`src/rtl/rtcd_pkg.sv`:
```
package rtcd_pkg;
    localparam int AW      = 5;
    localparam int CW      = 16;
    localparam int SAW     = 5;
    localparam int WCW     = 5;
    localparam int CNTW    = WCW + 1;
    localparam int WC_LSB  = 0;
    localparam int SA_LSB  = WC_LSB + WCW;
    localparam int DIR_BIT = SA_LSB + SAW;
    localparam int AD_LSB  = DIR_BIT + 1;
    localparam logic [AW-1:0]   BCAST_ADDR = '1;
    localparam logic [CNTW-1:0] FULL_CNT   = CNTW'(1 << WCW);

    typedef struct packed {
        logic             hit;
        logic             bcast;
        logic             tx;
        logic             mode;
        logic [SAW-1:0]   sa;
        logic [WCW-1:0]   code;
        logic [CNTW-1:0]  cnt;
        logic             msg_err;
        logic             rx_ok;
    } cmd_dec_t;
endpackage

```
`src/rtl/rtcd_addr_latch.sv`:
```
module rtcd_addr_latch
    import rtcd_pkg::*;
(
    input  logic          clk_i,
    input  logic          rst_ni,
    input  logic [AW-1:0] pins_i,
    input  logic          par_i,
    output logic [AW-1:0] own_o,
    output logic          err_o,
    output logic          rel_o
);
    logic [AW:0] lines_d, lines_q;

    always_comb begin
        lines_d = lines_q;
        if (!rst_ni) lines_d = {par_i, pins_i};
    end

    always_ff @(posedge clk_i) begin
        lines_q <= lines_d;
    end

    assign own_o = lines_q[AW-1:0];
    assign err_o = ~(^lines_q);
    assign rel_o = &lines_q;

    a_r1_addr_frozen: assert property (@(posedge clk_i) disable iff (!rst_ni)
        $past(rst_ni) |-> $stable(own_o));
    a_r10_release_is_parity_error: assert property (@(posedge clk_i) disable iff (!rst_ni)
        rel_o |-> err_o);
endmodule

```
`src/rtl/rtcd_classify.sv`:
```
module rtcd_classify
    import rtcd_pkg::*;
(
    input  logic [CW-1:0] cmd_i,
    input  logic [AW-1:0] own_i,
    input  logic          addr_err_i,
    input  logic          fast_i,
    input  logic          illegal_ni,
    output cmd_dec_t      dec_o
);
    logic [AW-1:0]  tgt;
    logic [SAW-1:0] sa;
    logic [WCW-1:0] wc;

    always_comb begin
        tgt = cmd_i[AD_LSB +: AW];
        sa  = cmd_i[SA_LSB +: SAW];
        wc  = cmd_i[WC_LSB +: WCW];

        dec_o.bcast   = (tgt == BCAST_ADDR);
        dec_o.hit     = !addr_err_i && ((tgt == own_i) || dec_o.bcast);
        dec_o.tx      = cmd_i[DIR_BIT];
        dec_o.sa      = sa;
        dec_o.code    = wc;
        dec_o.mode    = (sa == '0) || (!fast_i && (sa == '1));
        if (dec_o.mode)
            dec_o.cnt = '0;
        else if (wc == '0)
            dec_o.cnt = FULL_CNT;
        else
            dec_o.cnt = {1'b0, wc};
        dec_o.msg_err = !illegal_ni;
        dec_o.rx_ok   = illegal_ni && !dec_o.tx && !dec_o.mode;
    end
endmodule

```
`src/rtl/rt_cmd_decoder.sv`:
```
module rt_cmd_decoder
    import rtcd_pkg::*;
(
    input  logic            clk_i,
    input  logic            rst_ni,
    input  logic [AW-1:0]   addr_pins_i,
    input  logic            addr_par_i,
    input  logic [CW-1:0]   cmd_word_i,
    input  logic            cmd_stb_i,
    input  logic            illegal_ni,
    input  logic            fast_resp_i,
    output logic            cmd_valid_o,
    output logic            mode_cmd_o,
    output logic            bcast_o,
    output logic            tx_o,
    output logic [SAW-1:0]  subaddr_o,
    output logic [WCW-1:0]  mode_code_o,
    output logic [CNTW-1:0] word_cnt_o,
    output logic            msg_err_o,
    output logic            rx_accept_o,
    output logic            addr_err_o,
    output logic            store_rel_o
);
    logic [AW-1:0] own;
    cmd_dec_t      dec;
    cmd_dec_t      st_d, st_q;

    rtcd_addr_latch u_latch (
        .clk_i  (clk_i),
        .rst_ni (rst_ni),
        .pins_i (addr_pins_i),
        .par_i  (addr_par_i),
        .own_o  (own),
        .err_o  (addr_err_o),
        .rel_o  (store_rel_o)
    );

    rtcd_classify u_cls (
        .cmd_i      (cmd_word_i),
        .own_i      (own),
        .addr_err_i (addr_err_o),
        .fast_i     (fast_resp_i),
        .illegal_ni (illegal_ni),
        .dec_o      (dec)
    );

    always_comb begin
        st_d     = st_q;
        st_d.hit = 1'b0;
        if (cmd_stb_i && dec.hit) st_d = dec;
    end

    always_ff @(posedge clk_i or negedge rst_ni) begin
        if (!rst_ni) st_q <= '0;
        else         st_q <= st_d;
    end

    assign cmd_valid_o = st_q.hit;
    assign mode_cmd_o  = st_q.mode;
    assign bcast_o     = st_q.bcast;
    assign tx_o        = st_q.tx;
    assign subaddr_o   = st_q.sa;
    assign mode_code_o = st_q.code;
    assign word_cnt_o  = st_q.cnt;
    assign msg_err_o   = st_q.msg_err;
    assign rx_accept_o = st_q.rx_ok;

    a_r11_pulse_needs_strobe: assert property (@(posedge clk_i) disable iff (!rst_ni)
        cmd_valid_o |-> $past(cmd_stb_i));
    a_r7_mode_no_words: assert property (@(posedge clk_i) disable iff (!rst_ni)
        mode_cmd_o |-> (word_cnt_o == '0));
    a_r7_data_has_words: assert property (@(posedge clk_i) disable iff (!rst_ni)
        (cmd_valid_o && !mode_cmd_o) |-> (word_cnt_o != '0));
    a_r5_mode_subaddr: assert property (@(posedge clk_i) disable iff (!rst_ni)
        mode_cmd_o |-> ((subaddr_o == '0) || (subaddr_o == '1)));
    a_r6_fast_only_zero: assert property (@(posedge clk_i) disable iff (!rst_ni)
        (cmd_valid_o && mode_cmd_o && $past(fast_resp_i)) |-> (subaddr_o == '0));
    a_r8_err_tracks_input: assert property (@(posedge clk_i) disable iff (!rst_ni)
        cmd_valid_o |-> (msg_err_o == !$past(illegal_ni)));
    a_r8_err_blocks_data: assert property (@(posedge clk_i) disable iff (!rst_ni)
        msg_err_o |-> !rx_accept_o);
    a_r9_bad_addr_silent: assert property (@(posedge clk_i) disable iff (!rst_ni)
        addr_err_o |-> !cmd_valid_o);
endmodule

```
`config.mk`:
```
export PLATFORM = sky130hd
export DESIGN_NAME = rt_cmd_decoder
export DESIGN_NICKNAME = d
export VERILOG_FILES = /design/src/rtl/rtcd_pkg.sv /design/src/rtl/rtcd_addr_latch.sv /design/src/rtl/rtcd_classify.sv /design/src/rtl/rt_cmd_decoder.sv
export SDC_FILE = /design/constraint.sdc
export NUM_CORES = 1
export LEC_CHECK = 0
export ABC_AREA = 0
export BUFFER_PORTS_ARGS = -buffer_cell sky130_fd_sc_hd__buf_2
export CAP_MARGIN = 20
export CORE_MARGIN = 2
export CORE_UTILIZATION = 35
export DETAILED_ROUTE_END_ITERATION = 10
export PLACE_DENSITY_LB_ADDON = 0.12
export SYNTH_ARGS = -nofsm -noshare
export SYNTH_HDL_FRONTEND = slang
export SYNTH_SLANG_ARGS = --single-unit
export TNS_END_PERCENT = 30
```
`constraint.sdc`:
```
create_clock -name clk_i -period 2.87 [get_ports clk_i]
set_input_delay 0.1435 -clock clk_i [delete_from_list [all_inputs] [get_ports clk_i]]
set_output_delay 0.1435 -clock clk_i [all_outputs]
set_load 0.01 [all_outputs]
```
Yosys cells after proc, flatten, opt, wreduce, memory -nomap -nowiden:

Index checks and enable logic that the tools add are counted.

* register bits: 28
* bits in latches: 0
* memory bits (writable): 0
* ROM bits: 0
* output and inout bits: 24
* word-level logic and storage cells: 32
* memories kept: 0

* $add $sub $neg: 0
* multipliers: 0
* div/mod/pow operators: 0
* order comparisons: 0
* equality and inequality tests: 3
* shift operators: 0
* multiplexer cells: 3
* bitwise gates (word level): 1
* reduce and logical (&&, ||, !) cells: 15

Operator list (number)
* 22-bit two-way mux: 1
* 6-bit two-way mux: 2
* 5-bit == test, second input constant: 2
* 5-bit zero test: 2
* 6-bit AND reduction: 1
* 6-bit parity: 1
* 5-bit == test: 1
* 1-bit logical AND: 5
* 1-bit zero test: 4
* 1-bit logical OR: 2
* 1-bit NOT: 1

Logic depth before layout (Yosys ltp):

Gate-level depths: netlist of the first run.

* depth in word-level cells: 6
* gate-level depth with buffers: 7

Modules after synthesis:

Synthesis of the first run repeated with hierarchy kept, for this count alone.

* cell total of the unflattened synthesis: 100
* area total of the unflattened synthesis: 1425.1 um^2

Modules (own cells, without submodules)
* rt_cmd_decoder: instances 1, cells each 47, area an instance 890.9 um^2, seq. area each 550.5 um^2
* rtcd_addr_latch: instances 1, cells each 17, area an instance 287.8 um^2, seq. area each 180.2 um^2
* rtcd_classify: instances 1, cells each 36, area an instance 246.5 um^2, seq. area each 0.0 um^2

Worst setup path after synthesis of the first run:

Ideal clock, no wire load.

* path type: flip-flop to flip-flop
* from: reg u_latch.lines_q[4]
* to: reg st_q, in the netlist mode_code_o[0]
* library setup time: 0.125 ns
* arrival time: 1.929 ns
* data required time: 2.745 ns
* path slack: 0.816 ns
* stages on the path, launching flop included: 8
* buffers on the path: 1
* cells stage by stage: edfxtp_1 -> ha_1 -> xor2_1 -> xnor2_1 -> nand2b_4 -> a21o_1 -> buf_6 -> mux2_4

* longest elaborated chain between the ends: 4
* elaborated cells between the ends (all ways): 5

RTL lines
* start, declared: RTL line rtcd_addr_latch.sv:12 `logic [AW:0] lines_d, lines_q;`
* start signal, assigned: RTL line rtcd_addr_latch.sv:20 `lines_q <= lines_d;`
* 5-bit == test: RTL line rtcd_classify.sv:21 `dec_o.hit = !addr_err_i && ((tgt == own_i) || dec_o.bcast);`
* 1-bit logical OR: RTL line rtcd_classify.sv:21
* 1-bit logical AND (*): RTL line rtcd_classify.sv:21
* 1-bit logical AND (*): RTL line rt_cmd_decoder.sv:50 `if (cmd_stb_i && dec.hit) st_d = dec;`
* end signal, assigned: RTL line rt_cmd_decoder.sv:55 `else st_q <= st_d;`
* end, declared: RTL line rt_cmd_decoder.sv:26 `cmd_dec_t st_d, st_q;`

Every way passes the cells marked *; elsewhere a longest branch is shown, timed or not.
A chain may end at the register's enable or synchronous reset.

Final worst setup path of the first run:

* from: reg u_latch.lines_q[4]
* to: reg st_q, in the netlist tx_o

The elaborated chain is that of the path after synthesis.

==> impl_metrics.tcl, run 1 <==
set metrics [dict create \
    synth_edf_count 6 \
    drt-wirelength-per-cell_um 12.7 \
    final_cell_mix "buf_2, dfrtp_1, mux2_4" \
    clkLatencyLatePin_ps 330 \
    cts_buffers 3 \
    power_frac_seq_pct 46.6 \
    cts_tree "done" \
    crit_type "flop to flop" \
    routabilityCongestion 0.719 \
    via_count 852 \
    met1_length_um 1110 \
    dieWidth_um 62.9 \
    tns_ps 0 \
    grt_pass1_wl_um 4080 \
    core_um2 3340 \
    rows 21 \
    routed.top_layer "met4" \
    fmax_ghz 0.468 \
    pwr-share-clk_pct 20.5 \
    p_per_area_nw_per_um2 769 \
    setup_viol 0 \
    hpwl_um 1740 \
    drc_errors 0 \
    synth-seq-cells 28 \
    stdcell_area_um2 1640 \
    ys_seq_area_share_pct 60.3 \
    sw_frac_of_total_pct 28.2 \
    p_int_w 0.000907 \
    critPathMaxFanout 21 \
    drive_gt1_share_pct 47.9 \
    io_pins 51 \
    postSynthAreaPerCell_um2 15.0 \
    synthCells 81 \
    clock_skew_ps 9.21 \
    fin_util_pct 49.3 \
    num_antenna_cells 0 \
    power_switching_w 0.000357 \
    ys_types 26 \
    routed_wl_um 2390 \
    post_cts_buffers 0 \
    clk_pin_slew_ps 160 \
    first_pass_iters 4 \
    clockRootBuffer "clkbuf_4" \
    syn_nets 111 \
    async_flop_share_pct 78.6 \
    hold_ws_ps 42.1 \
    period_needed_ps 2140 \
    multi_input_area_um2 447 \
    drt-initial-drc-count 10 \
    power_leakage_nw 0.872 \
    synth-main-ff-cell "dfrtp_1" \
    initial_core_util_pct 36.3 \
    grt_overflow_total 0 \
    portBuffers 50 \
    cts.sinks 28 \
    slew_headroom_pct 63.0 \
    seq_area_um2 731 \
    cap_violations 0 \
    comb_power_share_pct 32.9 \
    hold_violations 0 \
    cts_buffer_depth 2 \
    end_kind "flop" \
    ctsHtreeMaxLevel 1 \
    rsz0062_at_grt "no" \
    wl_met2_um 1110 \
    area_delta_synth_final_pct 35.6 \
    slew_violations 0 \
    dieArea_um2 3950 \
    startpoint "u_latch.lines_q[4]$_DFFE_PN_" \
    r2r_start "u_latch.lines_q[4]$_DFFE_PN_" \
    status "finished, final reports clean" \
    critPathArrivalTime_ps 2380 \
    layout_commonest_cell "buf_2" \
    fillers 327 \
    yosysWarnings 0 \
    grt_pass1_vias 890 \
    grt_start_max_net_pins 24 \
    start_kind "flop" \
    worst_slew_pin_slew_ps 554 \
    antenna_found_initial 0 \
    syn_area_um2 1210 \
    min_path_type "primary input to flop" \
    period_share_pct 74.5 \
    ir_worst_vdd_uv 317 \
    hp-start "cmd_word_i[1]" \
    via_per_inst 4.53 \
    worstPathRequired_ps 3110 \
    met3RoutedLength_um 117 \
    dpl_cell_area_um2 1510 \
    grt_use_total_pct 13.1 \
    die_h_um 62.9 \
    final_net_count 173 \
    drtAntennaViolNets 0 \
]
## routing by layer
layer  vias up  GRT usage (%)
li1        416              -
met1       402           16.7
met4         0           6.67
met2        29           21.2
met5         -              0
met3         5           2.34
## metrics by stage
stage	total power [W]	instances	worst slack [ps]
2_1_floorplan	0.000835	81	816
3_3_place_gp	0.00101	176	797
3_5_place_dp	0.00101	176	716
4_1_cts	0.00128	188	694
5_1_grt	0.00135	188	590
6_report	0.00126	188	732
## cells by family after synthesis
group | after synthesis | synth area share, %
compound gates | 13 | 8.57
simple gates | 11 | 5.98
flops | 28 | 60.3
mux | 12 | 14.1
xor+xnor | 7 | 5.06
buf+inv | 7 | 2.89
fa+ha+maj | 3 | 3.10
## worst paths after layout
check / cells past startpoint / endpoint / slack [ps]
setup / recovery: 7 / tx_o$_DFFE_PN0P_ / 730
hold / removal: 2 / word_cnt_o[1]$_DFFE_PN0P_ / 40
setup reg to reg: 7 / tx_o$_DFFE_PN0P_ / 730
hold reg to reg: 1 / rx_accept_o$_DFFE_PN0P_ / 520
max in group asynchronous: 2 / word_cnt_o[3]$_DFFE_PN0P_ / 2240
min in group asynchronous: 2 / mode_cmd_o$_DFFE_PN0P_ / 290
## layout make-up
type                    count  share of cell area (%)
flip-flops and latches     28                    44.4
multi-input cells          46                    27.2
repair buffers             59                    20.5
well taps                  46                    3.50
clock inverters             1                    1.83
clock buffers               3                    1.37
inverters                   5                    1.14
## power groups by stage
stage / clock (W) / sequential [W] / combinational (W)
CTS: 0.000266 / 0.000593 / 0.000423
detailed placement: 0 / 0.000600 / 0.000412
finish: 0.000259 / 0.000589 / 0.000415
floorplan: 0 / 0.000655 / 0.000180
global route: 0.000284 / 0.000611 / 0.000455
global placement: 0 / 0.000603 / 0.000408
## registers in the layout, indices dropped and copies added, names as in the netlist
name	flops
word_cnt_o	6
u_latch.lines_q	6
subaddr_o	5
bcast_o	1
msg_err_o	1
mode_cmd_o	1
cmd_valid_o	1
tx_o	1
rx_accept_o	1
mode_code_o	5
## worst max-delay path: stages (launching register included)
cell      delay (ps)
edfxtp_1         440
ha_1             320
xor2_1           170
xnor2_1          190
nand2b_4         180
a21o_1            80
buf_4            290
mux2_2           370
## synth_stat cells, types with 2 or more instances
cell / number / share of area, %
and3_1: 2 / 1.0
mux2_4: 10 / 12
or4_1: 2 / 1.2
o21ai_0: 2 / 0.83
edfxtp_1: 6 / 15
dfrtp_1: 22 / 45
xor2_1: 4 / 2.9
a22o_1: 6 / 4.3
xnor2_1: 3 / 2.2
ha_1: 3 / 3.1
nand3_1: 2 / 0.83
inv_1: 5 / 1.5
## repair_timing
action / CTS / global route
hold buffers: 8 / 0
resized for setup: 0 / 0
endpoints found under the hold margin: 29 / 0
setup endpoints to repair: 0 / 0
Note: power is estimated with default switching activity, not from simulation.
==> inputs of run 2 (changes only) <==
clock period = 2.2 ns   (was 2.87 ns; I/O delays follow)
==> run 2 against run 1 <==
Effect of this change:
- sequential power increased by 32%
- register-to-register slack got worse by 540 ps
- via count increased by 0.82%
- highest routed layer unchanged
- global-route usage increased by 0.51 points
- first-iteration DRC count increased by 120%
- die area unchanged
- non-clock buffer count increased by 3
- clock-buffer cell count unchanged
- wire length increased by 4.0%
- maximum frequency increased by 6.4%
- hold slack got worse by 12 ps
- clock power increased by 25%
==> impl_metrics.tcl, run 2 (synthesized netlist as in run 1, its figures left out) <==
set metrics [dict create \
    rows 21 \
    clkLatencyLatePin_ps 310 \
    drtAntennaViolNets 0 \
    final_net_count 176 \
    fmax_ghz 0.498 \
    rr_worst_depth 7 \
    fin_util_pct 50.3 \
    critPathMaxStageDelay_ps 430 \
    layout_commonest_cell "buf_2" \
    met1_length_um 1150 \
    ctsHtreeMaxLevel 1 \
    dieWidth_um 62.9 \
    dieArea_um2 3950 \
    crit_chain "ha_1, xor2_1, xnor2_1, nand2b_4, a21o_1, buf_12, mux2_2" \
    drt-wirelength-per-cell_um 13.0 \
    clk_pin_slew_ps 140 \
    clock_skew_ps 1.61 \
    num_antenna_cells 0 \
    grt_pass1_vias 865 \
    grt_use_total_pct 13.6 \
    crit_type "flop to flop" \
    crit_slowest_cell "edfxtp_1" \
    seq_area_um2 731 \
    p_per_area_nw_per_um2 983 \
    drc_errors 0 \
    clockRootBuffer "clkbuf_4" \
    min_path_type "primary input to flop" \
    slew_headroom_pct 81.3 \
    worstPathRequired_ps 2420 \
    portBuffers 50 \
    hp-start "cmd_word_i[1]" \
    period_share_pct 91.3 \
    grt_start_max_net_pins 23 \
    tns_ps 0 \
    cts.sinks 28 \
    r2r_start "u_latch.lines_q[4]$_DFFE_PN_" \
    first_pass_iters 4 \
    timing.rr.end "tx_o$_DFFE_PN0P_" \
    post_cts_buffers 0 \
    core_um2 3340 \
    status "finished, final reports clean" \
    whs_path_depth 2 \
    wl_met2_um 1190 \
    antenna_found_initial 0 \
    routed_wl_um 2490 \
    routabilityCongestion 0.718 \
    final_cell_mix "buf_2, dfrtp_1, mux2_4" \
    min_to "word_cnt_o[1]$_DFFE_PN0P_" \
    power_leakage_nw 0.892 \
    drive_gt1_share_pct 49.0 \
    finalPower_w 0.00165 \
    via_per_inst 4.50 \
    setup_viol 0 \
    start_kind "flop" \
    critPathArrivalTime_ps 2230 \
    grt_pass1_wl_um 4220 \
    worst_slew_pin_slew_ps 280 \
    met3RoutedLength_um 125 \
    cts_buffer_depth 2 \
    hold_ws_ps 30.5 \
    cts_tree "done" \
    slew_violations 0 \
    cts_resized 0 \
    die_h_um 62.9 \
    ir_worst_vdd_uv 441 \
    end_kind "flop" \
    hpwl_um 1860 \
    initial_core_util_pct 36.3 \
    fillers 312 \
    via_count 859 \
    io_pins 51 \
    grt_overflow_total 0 \
    drt-initial-drc-count 22 \
    critPathMaxFanout 16 \
    hold_violations 0 \
    cap_violations 0 \
    cts_buffers 3 \
    r2r_setup_slack_ps 190 \
    multi_input_area_um2 447 \
    rsz0062_at_grt "no" \
    routed.top_layer "met4" \
    period_needed_ps 2010 \
    area_delta_synth_final_pct 38.5 \
]
-- run 2: routing by layer --
metal	GRT usage, %	vias to the layer above
met5	0	-
met4	5.00	0
met3	2.34	2
met2	22.2	28
met1	18.1	410
li1	-	419
-- run 2: power breakdown --
group / switching [W] / internal, W
Sequential: 0.0000866 / 0.000690
Clock: 0.000141 / 0.000184
Combinational: 0.000236 / 0.000313
Total: 0.000463 / 0.00119
-- run 2: cell type report --
cell class / count / share of cell area, %
Tap cell: 46 / 3.43
Timing Repair Buffer: 62 / 22.2
Sequential cell: 28 / 43.5
Multi-Input combinational cell: 46 / 26.6
Inverter: 5 / 1.12
Clock inverter: 1 / 1.79
Clock buffer: 3 / 1.34
-- run 2: critical path, delay by kind of cell, from the launching register on --
family	cells	cell delay, ps
compound gates	1	150
xor+xnor	2	340
fa+ha+maj	1	320
buf+inv	1	160
flops	1	430
mux	1	330
simple gates	1	180
-- run 2: worst max path at each step --
| stage | startpoint | endpoint | slack (ps) | cells after the start |
|---|---|---|---|---|
| after floorplan | u_latch.lines_q[4]$_DFFE_PN_ | mode_code_o[0]$_DFFE_PN0P_ | 150 | 7 |
| after detailed placement | u_latch.lines_q[2]$_DFFE_PN_ | tx_o$_DFFE_PN0P_ | 190 | 7 |
| after global placement | u_latch.lines_q[4]$_DFFE_PN_ | tx_o$_DFFE_PN0P_ | 220 | 7 |
| after global routing | u_latch.lines_q[2]$_DFFE_PN_ | subaddr_o[3]$_DFFE_PN0P_ | 60 | 7 |
| after CTS | u_latch.lines_q[2]$_DFFE_PN_ | tx_o$_DFFE_PN0P_ | 160 | 7 |
| final | u_latch.lines_q[4]$_DFFE_PN_ | tx_o$_DFFE_PN0P_ | 190 | 7 |
-- run 2: repair_timing --
item | CTS | global route
hold buffers | 8 | 0
endpoints found under the setup margin | 0 | 0
endpoints found under the hold margin | 29 | 0
-- run 2: per-stage QoR --
| step | setup WS, ps | instances | cell area [um^2] |
|---|---|---|---|
| after floorplan | 146 | 81 | 1210 |
| after global placement | 219 | 179 | 1550 |
| after detailed placement | 187 | 179 | 1550 |
| after CTS | 165 | 191 | 1680 |
| after global routing | 57.3 | 191 | 1680 |
| final | 190 | 191 | 1680 |
==> inputs of run 3 (changes only) <==
CORE_UTILIZATION = 42   (was 35)
clock period = 1.75 ns   (was 2.2 ns; I/O delays follow)
==> run 3 against run 2 <==
Effect of this change:
- the flow now finishes with violations (setup timing)
- hold slack worse by 22 ps
- register-to-register slack worse by 390 ps
- combinational power is 42% higher
- wire length is 11% higher
- clock power is 13% higher
- sequential share of layout area is 5.0 points lower
- flip-flop and latch count stayed put
- final area is 13% higher
- critical path type unchanged
- cell count is 0.52% higher
- first-iteration DRC count is 4.5% higher
==> impl_metrics.tcl, run 3 (synthesized netlist as in run 1, its figures left out) <==
set metrics [dict create \
    critical-path-top-delay-family "flip-flops" \
    hold_violations 0 \
    via_count 960 \
    final_net_count 192 \
    fmax_ghz 0.512 \
    dieArea_um2 3330 \
    critPathMaxStageDelay_ps 460 \
    dieWidth_um 57.7 \
    path_buf_inv 1 \
    routed_wl_um 2770 \
    clockRootBuffer "clkbuf_4" \
    slew_violations 0 \
    dpl_cell_area_um2 1570 \
    clkLatencyLatePin_ps 330 \
    grt_use_total_pct 18.7 \
    final_cells 192 \
    rows 19 \
    cts_buffer_depth 2 \
    clock_skew_ps 5.29 \
    core_um2 2760 \
    setup_slack_ps -202 \
    cts_buffers 3 \
    portBuffers 50 \
    initial_core_util_pct 44.0 \
    rr_worst_depth 7 \
    end_kind "flop" \
    via_per_inst 5.00 \
    rsz0062_at_grt "yes" \
    period_needed_ps 1950 \
    worstPathRequired_ps 1980 \
    cap_violations 0 \
    setup_viol 20 \
    grt_overflow_total 0 \
    first_pass_iters 4 \
    area_delta_synth_final_pct 56.4 \
    hpwl_um 1880 \
    grt_pass1_wl_um 4670 \
    start_kind "flop" \
    crit_slowest_cell "edfxtp_1" \
    worst_slew_pin_slew_ps 284 \
    crit_chain "ha_4, xor2_2, xnor2_2, nand2b_4, a21o_4, clkbuf_16, mux2_4" \
    num_antenna_cells 0 \
    routabilityCongestion 0.731 \
    dp_slack_ps -267 \
    ir_worst_vdd_uv 898 \
    r2r_setup_slack_ps -200 \
    timing.rr.end "mode_code_o[1]$_DFFE_PN0P_" \
    die_h_um 57.7 \
    period_share_pct 112 \
    drc_errors 0 \
    drt-initial-drc-count 23 \
    clk_pin_slew_ps 150 \
    min_path_type "primary input to flop" \
    critPathArrivalTime_ps 2190 \
    layout_commonest_cell "buf_2" \
    antenna_found_initial 0 \
    drive_gt1_share_pct 54.0 \
    min_to "word_cnt_o[2]$_DFFE_PN0P_" \
    status "complete, but fails checks" \
    dp.cells 169 \
    stdcell_area_um2 1900 \
    r2r_start "u_latch.lines_q[3]$_DFFE_PN_" \
    slew_headroom_pct 81.1 \
    cts_tree "done" \
    ctsHtreeMaxLevel 1 \
    grt_start_max_net_pins 23 \
    io_pins 51 \
    power_leakage_nw 0.997 \
    hp-start "cmd_word_i[2]" \
    tns_ps -3050 \
    final_cell_mix "buf_2, dfrtp_1, dlygate4sd3_1" \
    crit_type "flop to flop" \
    critPathMaxFanout 5 \
    violations "setup timing" \
    drt-wirelength-per-cell_um 14.4 \
    grt_pass1_vias 1028 \
    whs_path_depth 2 \
    drtAntennaViolNets 0 \
    p_per_area_nw_per_um2 1120 \
    startpoint "u_latch.lines_q[3]$_DFFE_PN_" \
    cts.sinks 28 \
]
## run 3: cell types whose count changed in the layout (fill, tap and decap cells not counted), moves of 2 or more
cell           change
buf_4              +4
clkbuf_16          +2
dlygate4sd3_1      +8
ha_1               -2
ha_4               +2
## run 3: where the power goes
part | internal [W] | switching (W) | leakage [nW]
Clock | 0.000175 | 0.000191 | 0.0261
Combinational | 0.000456 | 0.000323 | 0.631
Sequential | 0.000867 | 0.000107 | 0.340
## run 3: per-stage QoR
step                hold slack (ps)  util [%]  total power [W]
finish                         8.59      68.8          0.00212
global route                   2.74      68.8          0.00226
global placement                106      57.0          0.00168
detailed placement              118      57.0          0.00170
floorplan                      -208         -          0.00138
CTS                           0.415      68.0          0.00213
## run 3: area by class of cell
cell class	count	area (um^2)
flip-flops and latches	28	731
well taps	31	38.8
clock buffers	4	47.5
multi-input cells	46	499
repair buffers	78	562
fillers	195	861
inverters	5	18.8
## run 3: worst max path at each step
stage                            endpoint  cells past startpoint
2_1_floorplan  mode_code_o[0]$_DFFE_PN0P_                      7
3_3_place_gp             tx_o$_DFFE_PN0P_                      7
3_5_place_dp             tx_o$_DFFE_PN0P_                      7
4_1_cts        mode_code_o[3]$_DFFE_PN0P_                      8
5_1_grt                  tx_o$_DFFE_PN0P_                      7
6_report       mode_code_o[1]$_DFFE_PN0P_                      7
## run 3: timing repair
item,in CTS,in global routing
hold endpoints to repair,38,1
endpoints found under the setup margin,21,22
resized for setup,10,4
gates cloned,1,1
setup buffers,3,0
pin swaps,8,10
hold buffers,15,1
## run 3: routing by layer
layer	track usage (%)	up-vias	routed length [um]
met5	0	-	0
met3	4.69	6	170
li1	-	455	-
met4	8.64	0	64
met2	30.8	37	1380
met1	23.1	462	1160
